===== src/rtl/tonePeriodPkg.sv =====
package tonePeriodPkg;

  // control -> datapath
  typedef struct packed {
    logic restart;      // drop the running measurement
  } ctrlStrobe_t;

  // datapath -> control
  typedef struct packed {
    logic periodDone;   // a full period was measured this cycle
    logic inWindow;     // that period lies inside the selected window
    logic timeout;      // silence limit reached while a measurement ran
  } measStrobe_t;

endpackage


===== src/rtl/periodMeter.sv =====
module periodMeter
  import tonePeriodPkg::*;
#(
  parameter int LO12    = 291,
  parameter int HI12    = 306,
  parameter int LO16    = 218,
  parameter int HI16    = 230,
  parameter int TIMEOUT = 512,
  localparam int CNT_W  = $clog2(TIMEOUT + 1)
) (
  input  logic             clk,
  input  logic             rstN,
  input  logic             toneIn,
  input  logic             sysSel,
  input  ctrlStrobe_t      ctrl,
  output measStrobe_t      meas,
  output logic [CNT_W-1:0] periodCnt
);

  localparam logic [CNT_W-1:0] LIMIT_C = CNT_W'(TIMEOUT);

  logic             prevBit;
  logic             armed;
  logic             risingEdge;
  logic [CNT_W-1:0] winLo;
  logic [CNT_W-1:0] winHi;

  assign risingEdge = toneIn && !prevBit;

  // window bounds picked by the system select
  always_comb begin
    if (sysSel) begin
      winLo = CNT_W'(LO12);
      winHi = CNT_W'(HI12);
    end else begin
      winLo = CNT_W'(LO16);
      winHi = CNT_W'(HI16);
    end
  end

  always_comb begin
    meas.periodDone = risingEdge && armed && !ctrl.restart;
    meas.inWindow   = (periodCnt >= winLo) && (periodCnt <= winHi);
    meas.timeout    = armed && !risingEdge && !ctrl.restart && (periodCnt == LIMIT_C);
  end

  always_ff @(posedge clk or negedge rstN) begin
    if (!rstN) begin
      prevBit   <= 1'b0;
      armed     <= 1'b0;
      periodCnt <= '0;
    end else begin
      prevBit <= toneIn;
      if (ctrl.restart) begin
        armed     <= 1'b0;
        periodCnt <= '0;
      end else if (risingEdge) begin
        armed     <= 1'b1;
        periodCnt <= CNT_W'(1);
      end else begin
        if (periodCnt != LIMIT_C) periodCnt <= periodCnt + 1'b1;
        if (meas.timeout) armed <= 1'b0;
      end
    end
  end

endmodule


===== src/rtl/runTracker.sv =====
module runTracker
  import tonePeriodPkg::*;
#(
  parameter int ACCEPT_RUN = 8,
  parameter int REJECT_RUN = 2,
  localparam int GW = $clog2(ACCEPT_RUN + 1),
  localparam int BW = $clog2(REJECT_RUN + 1)
) (
  input  logic        clk,
  input  logic        rstN,
  input  logic        sysSel,
  input  measStrobe_t meas,
  output ctrlStrobe_t ctrl,
  output logic        toneValid
);

  localparam logic [GW-1:0] GOOD_C = GW'(ACCEPT_RUN);
  localparam logic [BW-1:0] BAD_C  = BW'(REJECT_RUN);

  logic          sysSelPrev;
  logic [GW-1:0] goodRun;
  logic [BW-1:0] badRun;
  logic [GW-1:0] goodNext;
  logic [BW-1:0] badNext;

  assign ctrl.restart = (sysSel != sysSelPrev);
  assign goodNext = (goodRun == GOOD_C) ? goodRun : goodRun + 1'b1;
  assign badNext  = (badRun == BAD_C) ? badRun : badRun + 1'b1;

  always_ff @(posedge clk or negedge rstN) begin
    if (!rstN) begin
      sysSelPrev <= 1'b0;
      goodRun    <= '0;
      badRun     <= '0;
      toneValid  <= 1'b0;
    end else begin
      sysSelPrev <= sysSel;
      if (ctrl.restart || meas.timeout) begin
        goodRun   <= '0;
        badRun    <= '0;
        toneValid <= 1'b0;
      end else if (meas.periodDone) begin
        if (meas.inWindow) begin
          goodRun <= goodNext;
          badRun  <= '0;
          if (goodNext == GOOD_C) toneValid <= 1'b1;
        end else begin
          badRun  <= badNext;
          goodRun <= '0;
          if (badNext == BAD_C) toneValid <= 1'b0;
        end
      end
    end
  end

endmodule


===== src/rtl/tonePeriodValidator.sv =====
module tonePeriodValidator
  import tonePeriodPkg::*;
#(
  parameter int LO12       = 291,
  parameter int HI12       = 306,
  parameter int LO16       = 218,
  parameter int HI16       = 230,
  parameter int TIMEOUT    = 512,
  parameter int ACCEPT_RUN = 8,
  parameter int REJECT_RUN = 2
) (
  input  logic clk,
  input  logic rstN,
  input  logic toneIn,
  input  logic sysSel,
  output logic toneValid
);

  localparam int CNT_W = $clog2(TIMEOUT + 1);

  ctrlStrobe_t      ctrl;
  measStrobe_t      meas;
  logic [CNT_W-1:0] periodCnt;

  periodMeter #(
    .LO12(LO12), .HI12(HI12), .LO16(LO16), .HI16(HI16), .TIMEOUT(TIMEOUT)
  ) meter (
    .clk(clk), .rstN(rstN), .toneIn(toneIn), .sysSel(sysSel),
    .ctrl(ctrl), .meas(meas), .periodCnt(periodCnt)
  );

  runTracker #(
    .ACCEPT_RUN(ACCEPT_RUN), .REJECT_RUN(REJECT_RUN)
  ) tracker (
    .clk(clk), .rstN(rstN), .sysSel(sysSel),
    .meas(meas), .ctrl(ctrl), .toneValid(toneValid)
  );

endmodule


===== config.mk =====
export PLATFORM = sky130hd
export DESIGN_NAME = tonePeriodValidator
export DESIGN_NICKNAME = d
export VERILOG_FILES = /design/src/rtl/tonePeriodPkg.sv /design/src/rtl/periodMeter.sv /design/src/rtl/runTracker.sv /design/src/rtl/tonePeriodValidator.sv
export SDC_FILE = /design/constraint.sdc
export NUM_CORES = 1
export LEC_CHECK = 0
export BUFFER_PORTS_ARGS = -buffer_cell sky130_fd_sc_hd__buf_2
export CORE_ASPECT_RATIO = 1.5
export CORE_MARGIN = 2
export CORE_UTILIZATION = 60
export DETAILED_ROUTE_END_ITERATION = 6
export GPL_TIMING_DRIVEN = 0
export PLACE_DENSITY = 0.81
export SYNTH_ARGS = -nofsm -noshare
export SYNTH_HDL_FRONTEND = slang
export SYNTH_SLANG_ARGS = --single-unit
export TNS_END_PERCENT = 30

===== constraint.sdc =====
create_clock -name clk -period 2.4 [get_ports clk]
set_clock_uncertainty 0.05 [all_clocks]
set_input_delay 0.36 -clock clk [delete_from_list [all_inputs] [get_ports clk]]
set_output_delay 0.36 -clock clk [all_outputs]
set_load 0.03 [all_outputs]

==> results.ini, run 1 <==
[worst_setup_path]
cp-start-kind=register
reg2reg_from=meter.periodCnt[3]
path_max_fanout=8
worst-r2r-cell-count=5
reg2reg_slack_ps=180
critPathMaxStageDelay_ps=580
crit_buf_inv=1
cp_cell_sequence=or4_1 > or4_1 > buf_6 > o21ai_2 > a21oi_1
cp_top_family=simple AND/OR/NAND/NOR gates
worstPathArrival_ps=2360
slowest_stage=or4_1
regToRegEndpoint=tracker.goodRun[1]
critical_path.endpoint_type=register
critPathRequiredTime_ps=2550
crit_type=register to register
path_common_cell=or4_1

[logic_synthesis]
ys_seq_elements=20
synth_cell_types=36
ys_seq_area_share_pct=37.84
synth_fp_nets=158
yosysTopAreaCellShare_pct=37.84
synthArstFlopShare_pct=100.0
synth_warnings=0
netlist_area_sq_mm=0.001323
synth_edf_count=0
synthFlopType=dfrtp_1
ys_top_cells_by_count=dfrtp_1, ha_1, nor2_1
synth_top_cell_by_area=dfrtp_1
synth.avg_cell_area_sq_um=9.515
synthTopCellsByArea=dfrtp_1, ha_1, xor2_1
yosysMostFrequentCell=dfrtp_1
syn_inst=139

[finish]
syn2layout_area_growth_pct=9.272
fillers=160
final_core_util_pct=70.43
multiInputGateArea_sq_um=784.5
regArea_sq_um=501.7
finalInstanceArea_sq_mm=0.001445
drive_above_1_share_pct=10.81
antenna_cells=0
nNetsFinal=168
finalNonFillerCells=170

[floorplanning]
rows=20
die_h_um=61.50
die-area_sq_mm=0.002604
die_width_um=42.34
ios=5
design.core.area_sq_mm=0.002052
initial_core_util_pct=64.45

[worst_hold_path]
min_path_type=primary input to register
whs_path_depth=1
hold_start=toneIn
hold_path_end=meter.prevBit

[sta]
setup_viol=0
max_freq_mhz=450.9
post-route-min-period_ps=2218
drv_slew=0
slew_headroom_pct=61.49
grt_setup_unrepaired=no
hold_ws_ps=128.6
hold_viol=0
finalCritPeriodShare_pct=92.41
worstMarginPinSlew_ps=577.7

[clock_network]
h-tree-depth=1
worstSkewPairLatency_ps=310
cts.sinks=20
clkTransAtPathRegs_ps=110
cts_root_buffer=clkbuf_4
post-cts-setup-buffers=0
cts_tree=built
cts_max_path_buffers=2
cts_buffers=3

[detailed_routing]
drt-total-wl_um=2666
firstDrtPassIters=5
drt_iter0_drc=21
drc=0
drtAntennaViolNets=0
avgViaCountPerCell=6.306
vias=1072
wl_per_cell_um=15.68

[grt]
grt_max_degree=21
grt_pass1_vias=1112
grt_overflow=0
grt_usage_pct=23.38
grt_pass1_wl_um=4554
antenna_found_initial=0

[place]
post-dp-hpwl_um=2028
dpl.cell_count=165
routabilityCongestion=0.8597
numPortBuffers=4
placedInstanceArea_sq_mm=0.001370

[pwr]
peakVddDrop_uv=533.4
total_power_mw=0.7199
total_leakage_power_nw=0.6672
cellPowerDensity_mw_per_mm2=498.2

[run]
drv_cap=0

[run_status]
status=finished clean

kinds of logic after synthesis:
family,synth area share (%)
xor gates and xnor gates,7.285
and+or+nand+nor,21.95
DFF,37.84
buffers and inverters,3.689
AOI/OAI and AO/OA,15.04
adders and majority gates,14.19
power breakdown:
group | switching, mW | leakage (nW) | internal (mW)
clock network | 0.107 | 0.0279 | 0.169
logic | 0.0507 | 0.369 | 0.0318
registers | 0.0142 | 0.270 | 0.347
total | 0.172 | 0.667 | 0.548
placed cells by master, fill, tap and decap left out, types with 2 or more instances in the layout:
cell | Yosys | layout
buf_2 | 0 | 4
clkbuf_4 | 0 | 3
and3_1 | 3 | 3
a31oi_1 | 4 | 3
nand4b_1 | 3 | 3
nor3_1 | 3 | 3
dfrtp_1 | 20 | 19
xor2_1 | 8 | 8
a21oi_1 | 8 | 8
nand4_1 | 2 | 2
a32o_1 | 2 | 2
nand2_1 | 9 | 9
nand2b_1 | 2 | 2
o211ai_1 | 3 | 3
nand3b_1 | 3 | 3
or4_1 | 2 | 2
nor2_1 | 13 | 13
ha_1 | 15 | 15
a21o_1 | 2 | 2
inv_1 | 9 | 9
nand3_1 | 9 | 9
xnor2_1 | 3 | 3
repair_timing:
action / 4_1_cts / 5_1_grt
hold endpoints to repair: 20 / 0
gates resized for setup: 0 / 3
setup endpoints to repair: 0 / 2
hold buffers: 1 / 0
area by class of cell:
class / instances / area share (%)
Clock buffer: 3 / 1.558
Sequential cell: 20 / 34.72
Multi-Input combinational cell: 108 / 54.29
Timing Repair Buffer: 5 / 2.078
Inverter: 9 / 2.338
Tap cell: 22 / 1.905
Buffer: 2 / 1.039
Clock inverter: 1 / 2.078
per-stage QoR:
step	setup slack (ps)	TNS (ps)
after global placement	-125.0	-248.2
after detailed placement	-203.3	-590.9
final	182.1	0
after floorplan	358.9	0
after CTS	75.03	0
after global routing	53.02	0
worst max path at each step:
| stage | start | to | slack, ps | depth (start not counted) |
|---|---|---|---|---|
| finish | meter.periodCnt[3] | tracker.goodRun[1] | 180 | 5 |
| global route | meter.periodCnt[2] | tracker.badRun[0] | 50 | 6 |
| CTS | meter.periodCnt[4] | tracker.badRun[1] | 80 | 6 |
| detailed placement | sysSel | tracker.badRun[1] | -200 | 8 |
| global placement | sysSel | tracker.badRun[0] | -130 | 8 |
| floorplan | meter.periodCnt[3] | tracker.badRun[0] | 360 | 6 |
worst register-to-register path: stages (launching register included):
cell     delay, ps
dfrtp_1        480
or4_1          580
or4_1          510
buf_6          160
o21ai_2        250
a21oi_1         70
routing by layer:
layer  share of wire (%)  up-vias  global-route usage, %  wire (um)
li1                    -      520                      -          -
met3                 2.7       11                  2.053         73
met1                  38      511                  24.34       1023
met2                  57       30                  45.93       1511
met4                 2.1        0                  12.95         57
met5                   0        -                      0          0
flip-flops by register name, summed over array words and instances, names as in the netlist:
| name | cells |
|---|---|
| meter.armed | 1 |
| tracker.goodRun | 4 |
| meter.periodCnt | 10 |
| tracker.sysSelPrev | 1 |
| meter.prevBit | 1 |
| tracker.badRun | 2 |
| tracker.toneValid | 1 |
No activity file was read; power rests on OpenSTA's default activity.
==> run 2: changes to the inputs <==
--- a/config.mk
+++ b/config.mk
@@ -8,10 +8,10 @@
 export BUFFER_PORTS_ARGS = -buffer_cell sky130_fd_sc_hd__buf_2
 export CORE_ASPECT_RATIO = 1.5
 export CORE_MARGIN = 2
-export CORE_UTILIZATION = 60
+export CORE_UTILIZATION = 50
 export DETAILED_ROUTE_END_ITERATION = 6
 export GPL_TIMING_DRIVEN = 0
-export PLACE_DENSITY = 0.81
+export PLACE_DENSITY = 0.7
 export SYNTH_ARGS = -nofsm -noshare
 export SYNTH_HDL_FRONTEND = slang
 export SYNTH_SLANG_ARGS = --single-unit
==> run 2 against run 1 <==
Net effect: sequential cell count unchanged; cell area down 0.17%; combinational power down 1%; critical path type unchanged; critical endpoint is now tracker.badRun[1].
==> results.ini, run 2 (same netlist as run 1, synthesis figures left out) <==
[sta]
slew_headroom_pct=57.32  ; was 61.49%
post-route-min-period_ps=2269  ; was 2218 ps
worstMarginPinSlew_ps=640.1  ; was 577.7 ps
setup_viol=0  ; unchanged
hold_viol=0  ; unchanged
max_freq_mhz=440.8  ; was 450.9 MHz
grt_setup_unrepaired=no  ; unchanged
fin_setup_tns_ps=0  ; unchanged
finalCritPeriodShare_pct=94.53  ; was 92.41%
drv_slew=0  ; unchanged

[finish]
reg.largest.list=meter.periodCnt: 10 flops, tracker.goodRun: 4 flops, tracker.badRun: 2 flops  ; unchanged
finalNonFillerCells=172  ; was 170
final_common_cell=dfrtp_1  ; unchanged
final_cell_mix=dfrtp_1, ha_1, nor2_1  ; unchanged
regMostFlops=meter.periodCnt  ; unchanged
syn2layout_area_growth_pct=9.082  ; was 9.272%
largest_register_ffs=10  ; unchanged
finalInstanceArea_sq_mm=0.001443  ; was 0.001445 sq mm
drive_above_1_share_pct=10.14  ; was 10.81%
final_core_util_pct=58.23  ; was 70.43%
nNetsFinal=168  ; unchanged
antenna_cells=0  ; unchanged

[grt]
grt_pass1_wl_um=4719  ; was 4554 um
antenna_found_initial=0  ; unchanged
grt_usage_pct=21.17  ; was 23.38%
grt_max_degree=21  ; unchanged
grt_pass1_vias=1083  ; was 1112
grt_overflow=0  ; unchanged

[worst_setup_path]
crit_type=register to register  ; unchanged
path_max_fanout=8  ; unchanged
reg2reg_from=meter.periodCnt[7]  ; was meter.periodCnt[3]
cp_cell_sequence=ha_1 > a21o_1 > a211oi_1 > o2bb2ai_1 > nand2_1 > a32o_1  ; was or4_1 > or4_1 > buf_6 > o21ai_2 > a21oi_1
cp-start-kind=register  ; unchanged
critPathMaxStageDelay_ps=440  ; was 580 ps
cp_top_family=compound AO/OA/AOI/OAI gates  ; was simple AND/OR/NAND/NOR gates
critical_path.endpoint_type=register  ; unchanged
reg2reg_slack_ps=130  ; was 180 ps
slowest_stage=dfrtp_1  ; was or4_1
critPathRequiredTime_ps=2570  ; was 2550 ps
worst-r2r-cell-count=6  ; was 5
worstPathArrival_ps=2440  ; was 2360 ps
crit_buf_inv=0  ; was 1
regToRegEndpoint=tracker.badRun[1]  ; was tracker.goodRun[1]

[clock_network]
cts_tree=built  ; unchanged
cts_root_buffer=clkbuf_4  ; unchanged
clkTransAtPathRegs_ps=120  ; was 110 ps
h-tree-depth=1  ; unchanged
cts_buffers=3  ; unchanged
cts_max_path_buffers=2  ; unchanged
worstSkewPairLatency_ps=310  ; about the same
cts.sinks=20  ; unchanged

[floorplanning]
initial_core_util_pct=53.38  ; was 64.45%
die_width_um=45.99  ; was 42.34 um
rows=22  ; was 20
ios=5  ; unchanged
die-area_sq_mm=0.003081  ; was 0.002604 sq mm
design.core.area_sq_mm=0.002477  ; was 0.002052 sq mm
die_h_um=66.99  ; was 61.50 um

[detailed_routing]
drt_iter0_drc=46  ; was 21
avgViaCountPerCell=6.477  ; was 6.306
vias=1114  ; was 1072
drt-total-wl_um=2724  ; was 2666 um
drtAntennaViolNets=0  ; unchanged
wl_per_cell_um=15.84  ; was 15.68 um
firstDrtPassIters=4  ; was 5
drc=0  ; unchanged

[pwr]
total_leakage_power_nw=0.6662  ; was 0.6672 nW
peakVddDrop_uv=298.2  ; was 533.4 uV
cellPowerDensity_mw_per_mm2=505.6  ; was 498.2 mW/mm^2

[worst_hold_path]
hold_start=toneIn  ; unchanged
hold_path_end=meter.prevBit  ; unchanged
whs_path_depth=1  ; unchanged
min_path_type=primary input to register  ; unchanged

[place]
placedInstanceArea_sq_mm=0.001373  ; was 0.001370 sq mm
dpl.cell_count=167  ; was 165
post-dp-hpwl_um=2014  ; was 2028 um
numPortBuffers=4  ; unchanged
routabilityCongestion=0.8268  ; was 0.8597

[run_status]
status=finished clean  ; unchanged

[run]
drv_cap=0  ; unchanged

[run 2: cell counts in the layout (fill, tap and decap cells not counted)]
Identical to the previous run, type by type.
[run 2: layout make-up]
type | instances | area (sq um)
well taps | 24 | 30.03
clock buffers | 3 | 22.52
plain buffers | 2 | 15.01
multi-input cells | 108 | 779.5
repair buffers | 5 | 30.03
clock inverters | 1 | 30.03
flip-flops and latches | 20 | 501.7
inverters | 9 | 33.78
fillers | 228 | 1035
[run 2: routing by layer]
metal  vias to the layer above  part of all wire, %  global-route usage, %
met1                       562                   40                  23.69
li1                        526                    -                      -
met3                         8                  1.6                  1.626
met5                         -                    0                      0
met4                         0                  2.8                  11.79
met2                        18                   55                  37.33
[run 2: repair_timing]
action / in CTS / in global routing
hold buffers: 1 / 0
resized for setup: 1 / 1
endpoints found under the setup margin: 2 / 1
setup buffers: 0 / 0
endpoints found under the hold margin: 20 / 0
[run 2: how the worst max path moves through the flow]
| stage | startpoint | end | slack [ps] | depth (start not counted) |
|---|---|---|---|---|
| 2_1_floorplan | meter.periodCnt[3] | tracker.badRun[0] | 360 | 6 |
| 3_3_place_gp | sysSel | tracker.badRun[0] | -180 | 8 |
| 3_5_place_dp | sysSel | tracker.badRun[0] | -280 | 8 |
| 4_1_cts | meter.periodCnt[7] | tracker.badRun[0] | 150 | 6 |
| 5_1_grt | meter.periodCnt[4] | tracker.badRun[1] | 10 | 6 |
| 6_report | meter.periodCnt[7] | tracker.badRun[1] | 130 | 6 |
[run 2: metrics by stage]
| stage | hold WS, ps | worst slack [ps] | total power [mW] |
|---|---|---|---|
| finish | 118.3 | 131.4 | 0.7294 |
| detailed placement | 285.9 | -276.0 | 0.4476 |
| global placement | 280.6 | -180.1 | 0.4440 |
| CTS | 109.4 | 154.5 | 0.7353 |
| global route | 104.8 | 11.94 | 0.7611 |
| floorplan | 14.41 | 358.9 | 0.4171 |
[run 2: power breakdown]
part	switching [mW]	total (mW)	internal, mW
clock	0.117	0.286	0.169
combinational	0.0500	0.0813	0.0313
sequential	0.0148	0.362	0.347
total	0.182	0.729	0.547
==> run 3: changes to the inputs <==
--- a/config.mk
+++ b/config.mk
@@ -8,10 +8,10 @@
 export BUFFER_PORTS_ARGS = -buffer_cell sky130_fd_sc_hd__buf_2
 export CORE_ASPECT_RATIO = 1.5
 export CORE_MARGIN = 2
-export CORE_UTILIZATION = 50
+export CORE_UTILIZATION = 40
 export DETAILED_ROUTE_END_ITERATION = 6
 export GPL_TIMING_DRIVEN = 0
-export PLACE_DENSITY = 0.7
+export PLACE_DENSITY = 0.61
 export SYNTH_ARGS = -nofsm -noshare
 export SYNTH_HDL_FRONTEND = slang
 export SYNTH_SLANG_ARGS = --single-unit
==> run 3 against run 2 <==
Net effect: the run now ends with hold timing left; clock power decreased by 9.4%; via count shrank 4.6%; die area is 23% higher; critical path depth unchanged; cell area grew 0.78%; power is 4.1% lower; critical endpoint is now tracker.badRun[0]; largest cell class unchanged.
==> results.ini, run 3 (same netlist as run 1, synthesis figures left out) <==
[place]
routabilityCongestion=0.7488  ; was 0.8268
post-dp-hpwl_um=1991  ; was 2014 um
post-place-ws_ps=-211.2  ; was -276.0 ps
numPortBuffers=4  ; unchanged
dpl.cell_count=183  ; was 167

[finish]
finalNonFillerCells=187  ; was 172
drive_above_1_share_pct=9.524  ; was 10.14%
reg.largest.list=meter.periodCnt: 10 flops, tracker.goodRun: 4 flops, tracker.badRun: 2 flops  ; unchanged
multiInputGateArea_sq_um=779.5  ; unchanged
syn2layout_area_growth_pct=9.933  ; was 9.082%
nNetsFinal=167  ; was 168
fillers=311  ; was 228
final_common_cell=dfrtp_1  ; unchanged
regArea_sq_um=500.5  ; was 501.7 sq um
regMostFlops=meter.periodCnt  ; unchanged
antenna_cells=0  ; unchanged
largest_register_ffs=10  ; unchanged
final_cell_mix=dfrtp_1, ha_1, nor2_1  ; unchanged

[run]
drv_cap=0  ; unchanged

[worst_setup_path]
critPathRequiredTime_ps=2500  ; was 2570 ps
critical_path.endpoint_type=register  ; unchanged
worstPathArrival_ps=2350  ; was 2440 ps
crit_type=register to register  ; unchanged
regToRegEndpoint=tracker.badRun[0]  ; was tracker.badRun[1]
path_max_fanout=8  ; unchanged
reg2reg_from=meter.periodCnt[7]  ; unchanged
reg2reg_slack_ps=150  ; was 130 ps
cp-start-kind=register  ; unchanged
worst-r2r-cell-count=6  ; unchanged

[clock_network]
clkTransAtPathRegs_ps=70  ; was 120 ps
cts_root_buffer=clkbuf_8  ; was clkbuf_4
h-tree-depth=1  ; unchanged
cts_buffers=3  ; unchanged
cts_tree=built  ; unchanged
worstSkewPairLatency_ps=260  ; was 310 ps
cts_max_path_buffers=2  ; unchanged
cts.sinks=20  ; unchanged

[floorplanning]
die_width_um=50.95  ; was 45.99 um
die-area_sq_mm=0.003792  ; was 0.003081 sq mm
die_h_um=74.42  ; was 66.99 um
initial_core_util_pct=41.86  ; was 53.38%
ios=5  ; unchanged
design.core.area_sq_mm=0.003159  ; was 0.002477 sq mm
rows=25  ; was 22

[grt]
grt_overflow=0  ; unchanged
grt_max_degree=21  ; unchanged
grt_pass1_wl_um=4761  ; was 4719 um
grt_pass1_vias=1086  ; was 1083
antenna_found_initial=0  ; unchanged
grt_usage_pct=16.57  ; was 21.17%

[detailed_routing]
wl_per_cell_um=14.41  ; was 15.84 um
drt-total-wl_um=2695  ; was 2724 um
drc=0  ; unchanged
avgViaCountPerCell=5.684  ; was 6.477
drtAntennaViolNets=0  ; unchanged
firstDrtPassIters=4  ; unchanged
vias=1063  ; was 1114
drt_iter0_drc=17  ; was 46

[sta]
slew_headroom_pct=61.53  ; was 57.32%
hold_viol=20  ; was 0
setup_viol=0  ; unchanged
worstMarginPinSlew_ps=577.0  ; was 640.1 ps
post-route-min-period_ps=2255  ; was 2269 ps
drv_slew=0  ; unchanged
max_freq_mhz=443.5  ; was 440.8 MHz
hold_ws_ps=-11.59  ; was 118.3 ps
setup_ws_ps=145.3  ; was 131.4 ps
fin_setup_tns_ps=0  ; unchanged
finalCritPeriodShare_pct=93.95  ; was 94.53%

[pwr]
peakVddDrop_uv=307.7  ; was 298.2 uV
total_power_mw=0.6997  ; was 0.7294 mW
total_leakage_power_nw=0.6645  ; was 0.6662 nW
cellPowerDensity_mw_per_mm2=481.2  ; was 505.6 mW/mm^2

[run_status]
status=complete, but fails checks  ; was finished clean
violations=hold timing

[worst_hold_path]
min_path_type=primary input to async pin  ; was primary input to register

## run 3: worst max-delay path by stage
| stage | start | to | slack, ps |
|---|---|---|---|
| 5_1_grt | meter.periodCnt[7] | tracker.badRun[0] | -10 |
| 2_1_floorplan | meter.periodCnt[3] | tracker.badRun[0] | 360 |
| 6_report | meter.periodCnt[7] | tracker.badRun[0] | 150 |
| 4_1_cts | meter.periodCnt[4] | tracker.badRun[0] | 40 |
| 3_5_place_dp | sysSel | tracker.badRun[0] | -210 |
| 3_3_place_gp | sysSel | tracker.badRun[1] | -190 |
## run 3: worst max-delay path, cell delays in order, from the launching register on
cell       delay, ps
dfrtp_1          410
ha_1             310
a21o_1           180
a211oi_1         420
o2bb2ai_1        350
nand2_1          150
a32o_1           270
## run 3: per-stage QoR
step                      area [sq um]  hold WS (ps)  util, %
after global placement            1393         284.9    44.08
after detailed placement          1393         296.2    44.08
after floorplan                   1323         14.41        -
after CTS                         1448         7.861    45.82
after global routing              1454         32.24    46.02
final                             1454        -11.59    46.02
## run 3: where the power goes
part	internal (mW)	switching (mW)	total, mW	leakage [nW]
Sequential	0.347	0.0133	0.360	0.271
Clock	0.146	0.112	0.259	0.0288
Combinational	0.0308	0.0502	0.0810	0.364
Total	0.524	0.176	0.700	0.665
## run 3: cell type report
| cell class | count | share of cell area [%] |
|---|---|---|
| multi-input combinational | 108 | 53.61 |
| sequential | 20 | 34.42 |
| clock buffer | 4 | 3.787 |
| tap | 40 | 3.442 |
| inverter | 9 | 2.324 |
| timing repair buffer | 4 | 1.377 |
| buffer | 2 | 1.033 |
## run 3: routing by layer
layer  GRT usage (%)  part of all wire [%]
met1           19.40                    43
met4           6.306                   1.6
met5               0                     0
met3           2.410                   1.6
met2           30.16                    54
## run 3: timing repair
item | CTS | global route
resized for setup | 0 | 1
hold buffers | 0 | 0
setup endpoints to repair | 0 | 3
setup buffers | 0 | 0
